[config.mk]
export PLATFORM = sky130hd
export DESIGN_NAME = pfd_lock_top
export DESIGN_NICKNAME = d
export VERILOG_FILES = /design/src/rtl/pfd_pkg.sv /design/src/rtl/pfd_sync.sv /design/src/rtl/pfd_edge.sv /design/src/rtl/pfd_core.sv /design/src/rtl/pfd_lock_top.sv
export SDC_FILE = /design/constraint.sdc
export NUM_CORES = 1
export LEC_CHECK = 0
export BUFFER_PORTS_ARGS = -buffer_cell sky130_fd_sc_hd__buf_2
export CORE_AREA = 2 2 39 41
export DETAILED_ROUTE_END_ITERATION = 8
export DIE_AREA = 0 0 41 43
export GPL_TIMING_DRIVEN = 0
export SKIP_LAST_GASP = 1
export SLEW_MARGIN = 20
export SYNTH_ARGS = -nofsm -noshare
export SYNTH_HDL_FRONTEND = slang
export SYNTH_SLANG_ARGS = --single-unit
[constraint.sdc]
create_clock -name clk -period 2.24 [get_ports clk]
set_input_delay 0 -clock clk [delete_from_list [all_inputs] [get_ports clk]]
set_output_delay 0 -clock clk [all_outputs]
set_load 0.02 [all_outputs]
[src/rtl/pfd_pkg.sv]
// Package: shared state encoding for the phase-frequency detector.
// Assumes: at most one pump request is active in any state.
package pfd_pkg;

    // Detector state; the float state is the only one that reports lock.
    typedef enum logic [1:0] {
        PD_FLOAT = 2'b00,
        PD_UP    = 2'b01,
        PD_DN    = 2'b10
    } pd_state_t;

    localparam int unsigned PD_CHANNELS = 2;
    localparam int unsigned PD_REF_IDX  = 0;
    localparam int unsigned PD_FBK_IDX  = 1;

endpackage

[src/rtl/pfd_sync.sv]
// Module: pfd_sync
// Carries one asynchronous bit into the clk domain through a shift chain.
// Assumes: STAGES >= 2; synchronous active-low reset clears the chain.
module pfd_sync #(
    parameter int unsigned STAGES = 2
) (
    input  logic clk,
    input  logic rst_n,
    input  logic d_async,
    output logic q_sync
);

    localparam int unsigned TOP = STAGES - 1;

    logic [TOP:0] chain;

    // Shift the raw input through the synchroniser stages.
    always_ff @(posedge clk) begin
        if (!rst_n) chain <= '0;
        else        chain <= {chain[TOP-1:0], d_async};
    end

    assign q_sync = chain[TOP];

endmodule

[src/rtl/pfd_edge.sv]
// Module: pfd_edge
// Flags a synchronised signal going from low to high for one cycle.
// Assumes: input already in the clk domain; reset history is low.
module pfd_edge (
    input  logic clk,
    input  logic rst_n,
    input  logic sig,
    output logic rise
);

    logic prev;

    // Remember the previous sample for the comparison.
    always_ff @(posedge clk) begin
        if (!rst_n) prev <= 1'b0;
        else        prev <= sig;
    end

    assign rise = sig & ~prev;

endmodule

[src/rtl/pfd_core.sv]
// Module: pfd_core
// Three-state edge machine: a reference edge pushes toward UP, a feedback
// edge pushes toward DN, and coincident edges cancel into FLOAT.
// Assumes: rise inputs are single-cycle pulses in the clk domain.
module pfd_core
    import pfd_pkg::*;
(
    input  logic clk,
    input  logic rst_n,
    input  logic ref_rise,
    input  logic fbk_rise,
    output logic up_o,
    output logic dn_o,
    output logic lock_o
);

    pd_state_t state, state_nx;

    // Next-state selection from the two edge pulses.
    always_comb begin
        state_nx = state;
        if (ref_rise && fbk_rise) begin
            state_nx = PD_FLOAT;
        end else if (ref_rise) begin
            case (state)
                PD_DN:   state_nx = PD_FLOAT;
                default: state_nx = PD_UP;
            endcase
        end else if (fbk_rise) begin
            case (state)
                PD_UP:   state_nx = PD_FLOAT;
                default: state_nx = PD_DN;
            endcase
        end
    end

    // State register with synchronous reset to the float state.
    always_ff @(posedge clk) begin
        if (!rst_n) state <= PD_FLOAT;
        else        state <= state_nx;
    end

    assign up_o   = (state == PD_UP);
    assign dn_o   = (state == PD_DN);
    assign lock_o = (state == PD_FLOAT);


    ref_sets_up_chk: assert property (@(posedge clk) disable iff (!rst_n)
        (lock_o && ref_rise && !fbk_rise) |=> up_o);


    fbk_sets_dn_chk: assert property (@(posedge clk) disable iff (!rst_n)
        (lock_o && fbk_rise && !ref_rise) |=> dn_o);


    up_ends_chk: assert property (@(posedge clk) disable iff (!rst_n)
        (up_o && fbk_rise && !ref_rise) |=> lock_o);


    dn_ends_chk: assert property (@(posedge clk) disable iff (!rst_n)
        (dn_o && ref_rise && !fbk_rise) |=> lock_o);


    both_cancel_chk: assert property (@(posedge clk) disable iff (!rst_n)
        (ref_rise && fbk_rise) |=> lock_o);


    no_dual_pump_chk: assert property (@(posedge clk) disable iff (!rst_n)
        $onehot0({up_o, dn_o}));


    dn_holds_chk: assert property (@(posedge clk) disable iff (!rst_n)
        (dn_o && !ref_rise) |=> dn_o);

endmodule

[src/rtl/pfd_lock_top.sv]
// Module: pfd_lock_top
// Phase-frequency detector: synchronises both inputs, finds rising edges
// and drives up/down pump requests plus a lock flag.
// Assumes: inputs are slow relative to clk (at least a few cycles per level).
module pfd_lock_top
    import pfd_pkg::*;
#(
    parameter int unsigned SYNC_STAGES = 2
) (
    input  logic clk,
    input  logic rst_n,
    input  logic ref_in,
    input  logic fbk_in,
    output logic pump_up,
    output logic pump_dn,
    output logic lock_flag
);

    logic [PD_CHANNELS-1:0] raw, synced, rises;

    assign raw[PD_REF_IDX] = ref_in;
    assign raw[PD_FBK_IDX] = fbk_in;

    // One synchroniser and edge detector per input channel.
    for (genvar ch = 0; ch < PD_CHANNELS; ch++) begin : g_chan
        pfd_sync #(.STAGES(SYNC_STAGES)) u_sync (
            .clk     (clk),
            .rst_n   (rst_n),
            .d_async (raw[ch]),
            .q_sync  (synced[ch])
        );
        pfd_edge u_edge (
            .clk   (clk),
            .rst_n (rst_n),
            .sig   (synced[ch]),
            .rise  (rises[ch])
        );
    end

    pfd_core u_core (
        .clk      (clk),
        .rst_n    (rst_n),
        .ref_rise (rises[PD_REF_IDX]),
        .fbk_rise (rises[PD_FBK_IDX]),
        .up_o     (pump_up),
        .dn_o     (pump_dn),
        .lock_o   (lock_flag)
    );


    lock_matches_chk: assert property (@(posedge clk) disable iff (!rst_n)
        lock_flag == !(pump_up || pump_dn));

endmodule

== After elaboration in Yosys (flattened, before gate mapping) ==
Index checks and enable logic that the tools add are counted.
Word-level totals
  input port bits: 4
  logic and storage cells: 20
  output and inout bits: 3
  register bits: 8
Cells by class
  equality and inequality tests: 2
  reductions and logical operators: 4
  bitwise operators: 5
  multiplexer cells: 4
Operator list (number)
  $mux W2: 3
  $not A1 Y1: 3
  $and A1 B1 Y1: 2
  $eq A2 B1 Y1 const B: 1
  $eq A2 B2 Y1 const B: 1
  $logic_not A2 Y1: 1
  $reduce_bool A2 Y1: 1
  $reduce_or A2 Y1: 1
  $logic_and A1 B1 Y1: 1
  $mux W1: 1

== Logic depth before layout (Yosys ltp) ==
  depth after elaboration: 4
  depth in mapped cells: 2
  gate-level depth less buffers: 2

== By module ==
A second synthesis with hierarchy kept.
Unflattened totals
  cell total of the unflattened synthesis: 25
  area total of the unflattened synthesis: 286.5 um2
By module, submodules not included
  pfd_sync: cells each 4, times used 2, sequential area each 40.0 um2, area each 52.6 um2
  pfd_core: cells each 11, times used 1, sequential area each 40.0 um2, area each 101.3 um2
  pfd_edge: cells each 3, times used 2, sequential area each 20.0 um2, area each 40.0 um2

== Worst setup path after synthesis ==
Ideal clock, no wire load.
  path type: reg2reg
  start: reg g_chan[1].u_sync.chain[1]
  end: reg u_core.state[1]
  slack: 1.488 ns
  required time: 2.121 ns
  data arrival time: 0.633 ns
  clock period less this slack: 0.752 ns
  cell stages (with the launch flop): 3
  setup time: 0.119 ns
  path buffers: 0
  path through: dfxtp_1 -> nor3b_2 -> o221a_1
Between the ends
  word-level cells in the longest chain between the ends: 3
  elaborated cells on any way between the ends: 4
  those cells by class: bitwise (1); reduce/logical (3)
Ends and longest elaborated chain
  from (decl): RTL line pfd_sync.sv:15  | logic [TOP:0] chain;
  from (signal assigned): RTL line pfd_sync.sv:20  | else chain <= {chain[TOP-1:0], d_async};
  $and A1 B1 Y1 (*): RTL line pfd_edge.sv:19  | assign rise = sig & ~prev;
  $logic_and A1 B1 Y1: RTL line pfd_core.sv:22  | if (ref_rise && fbk_rise) begin
  $reduce_or A2 Y1 (no source line)
  to (signal assigned): RTL line pfd_core.sv:40  | else state <= state_nx;
  to (decl): RTL line pfd_core.sv:17  | pd_state_t state, state_nx;
Every way passes the cells marked *; elsewhere a longest branch is shown, timed or not.
A chain may end at the register's enable or synchronous reset.

== Worst setup path in the final report ==
  start: reg u_core.state[0]
  end: out pump_up
Between the ends
  word-level cells in the longest chain between the ends: 1
Ends and longest elaborated chain
  $eq A2 B1 Y1: RTL line pfd_core.sv:43  | assign up_o = (state == PD_UP);
  to (decl): RTL line pfd_lock_top.sv:14  | output logic pump_up,
No other way between the ends.

==> impl_metrics.json <==
{
  "fp-row-count": 14,
  "start_kind": "flip-flop",
  "busiest_layer": "met3",
  "dpl.cell_count": 45,
  "min_period_over_period_pct": 42.89,
  "clockPowerShare_pct": 38.4,
  "leakage_nw": 0.1589,
  "combPwrFrac_pct": 7.7,
  "fillers": 146,
  "rsz0062_at_grt": "false",
  "vias": 194,
  "cts.sinks": 8,
  "clock_skew_ns": 0.005439,
  "max_freq_mhz": 1041,
  "p_int_mw": 0.2219,
  "critPathKind": "flip-flop to output port",
  "htree_num_levels": 1,
  "finalSetupViolations": 0,
  "yosys.cell_types.count": 7,
  "crit_buf_inv": 1,
  "drive_gt1_share_pct": 32.35,
  "critPathRequiredTime_ns": 2.24,
  "post_cts_resized": 0,
  "numPortBuffers": 6,
  "use_met3_pct": 9.424,
  "ys_warn_count": 0,
  "multi_input_area_um2": 101.3,
  "holdBufCountCts": 2,
  "place_congestion": 0.6280,
  "cts_buffers": 3,
  "reg2reg_depth": 2,
  "power_density_nw_per_um2": 782.2,
  "seqCellArea_um2": 160.2,
  "ant_nets": 0,
  "cts_buffer_depth": 2,
  "wl_um": 377,
  "period_needed_ns": 0.9608,
  "drc": 0,
  "use_met2_pct": 6.563,
  "hold_viol_final": 0,
  "slowest_delay_ns": 0.40,
  "fin_setup_tns_ns": 0,
  "syn_inst": 23,
  "die_area_um2": 1763,
  "cts-root-buf": "clkbuf_4",
  "clk_latency_ns": 0.25,
  "r2r_end": "u_core.state[1]$_SDFFE_PP0P_",
  "pwr-share-seq_pct": 53.9,
  "clk_pin_slew_ns": 0.05,
  "ys_ff_latch": 8,
  "via_per_inst": 3.880,
  "switching_power_mw": 0.06094,
  "crit_fanout": 5,
  "endpoint": "pump_up",
  "design_area_um2": 361.6,
  "vdd.ir_drop.worst_v": 0.0004776,
  "grt_start_max_net_pins": 9,
  "worst_path_max_delay_cell": "dfxtp_1",
  "tritoncts": "done",
  "cp_cell_sequence": "nor2b_1 > buf_2",
  "layout_setup_ws_ns": 1.279,
  "overflow": 0,
  "cp_top_family": "flip-flops",
  "path_depth": 2,
  "rrSetupSlack_ns": 1.45,
  "status": "finished clean",
  "post-cts-setup-buffers": 0,
  "die_w_um": 41,
  "io_pins": 7,
  "tightest_slew_ns": 0.1724,
  "r2r_start": "u_core.state[0]$_SDFFE_PP0P_",
  "finalMaxSlewViolations": 0,
  "gr-usage-met1_pct": 5.229,
  "die_h_um": 43,
  "grt_pass1_vias": 148,
  "num-nets-final": 40,
  "slew_headroom_pct": 88.49,
  "grt_pass1_wl_um": 593,
  "area_growth_syn_to_layout_pct": 34.42,
  "place_ws_ns": 1.457,
  "swShare_pct": 21.55,
  "avgSynthCellArea_um2": 11.70,
  "n_antenna_cell": 0,
  "maxCapViolations": 0,
  "first_pass_iters": 1,
  "synth_nets": 27,
  "crit_path_end_kind": "output port",
  "antenna_found_initial": 0,
  "fin_cells": 50,
  "core_area_um2": 1384,
  "grtUsageTotal_pct": 6.458,
  "worstHoldPathType": "primary input to flip-flop",
  "syn_area_um2": 269.0,
  "detail_route.wl_per_cell_um": 7.540,
  "placed_cell_area_um2": 319.1,
  "initial_core_util_pct": 19.44,
  "worstPathArrival_ns": 0.96,
  "drt_iter0_markers": 0,
  "startpoint": "u_core.state[0]$_SDFFE_PP0P_",
  "seq_area_frac_synth_pct": 59.53
}
## power groups by stage
stage	Sequential, mW	Combinational [mW]	Clock [mW]
floorplan	0.155	0.0123	0
global placement	0.155	0.0189	0
detailed placement	0.156	0.0195	0
CTS	0.153	0.0221	0.115
global route	0.153	0.0241	0.126
finish	0.153	0.0217	0.109
## metal layers
layer	share of wire [%]	routed length (um)
met1	45	170
met2	36	136
met3	14	54
met4	3.7	14
met5	0	0
## worst min-delay path by stage
stage / startpoint / depth (start not counted) / to
6_report: rst_n / 2 / g_chan[1].u_edge.prev$_SDFF_PN0_
5_1_grt: rst_n / 2 / u_core.state[1]$_SDFFE_PP0P_
3_3_place_gp: fbk_in / 2 / g_chan[1].u_sync.chain[0]$_SDFF_PN0_
4_1_cts: rst_n / 2 / u_core.state[1]$_SDFFE_PP0P_
3_5_place_dp: ref_in / 2 / g_chan[0].u_sync.chain[0]$_SDFF_PN0_
2_1_floorplan: rst_n / 1 / g_chan[0].u_edge.prev$_SDFF_PN0_
## through the flow
| stage | util [%] | power (mW) | hold WS (ns) |
|---|---|---|---|
| floorplan | - | 0.1669 | 0.1217 |
| global placement | 23.06 | 0.1742 | 0.2057 |
| detailed placement | 23.06 | 0.1750 | 0.2102 |
| CTS | 26.13 | 0.2900 | 0.03689 |
| global route | 26.13 | 0.3031 | 0.03825 |
| finish | 26.13 | 0.2828 | 0.03782 |
## cell type report
cell class	instances	area share (%)
inverters	2	2.076
repair buffers	8	13.84
well taps	16	5.536
flip-flops and latches	8	44.29
clock buffers	3	6.228
multi-input cells	13	28.03
## cells by family after synthesis
| group | Yosys count | synth area share (%) |
|---|---|---|
| compound gates | 2 | 8.371 |
| flops | 8 | 59.53 |
| simple gates | 11 | 29.30 |
| buf+inv | 2 | 2.792 |
## registers in the layout (all words and copies together) (netlist names)
| name | flops |
|---|---|
| g_chan.u_sync.chain | 4 |
| u_core.state | 2 |
| g_chan.u_edge.prev | 2 |
## synth_stat cells (all sizes together)
master,count,area share (%)
dfxtp,8,60
and2,6,14
inv,2,2.8
nor2b,2,4.7
nor3b,2,9.3
o221a,2,8.4
nor2,1,1.4
## cell usage in the layout, fill, tap and decap left out
cell type	netlist	final
dfxtp_1	8	8
and2_1	6	6
buf_2	0	6
clkbuf_4	0	3
nor2b_1	2	2
inv_1	2	2
nor3b_2	2	2
o221a_1	2	2
dlygate4sd3_1	0	2
nor2_1	1	1
## worst reg2reg max path, delay by kind of cell, from the launching register on
| family | cells | cell delay, ns |
|---|---|---|
| flops | 1 | 0.40 |
| compound gates | 1 | 0.21 |
| simple gates | 1 | 0.07 |
No activity file was read; power rests on OpenSTA's default activity.
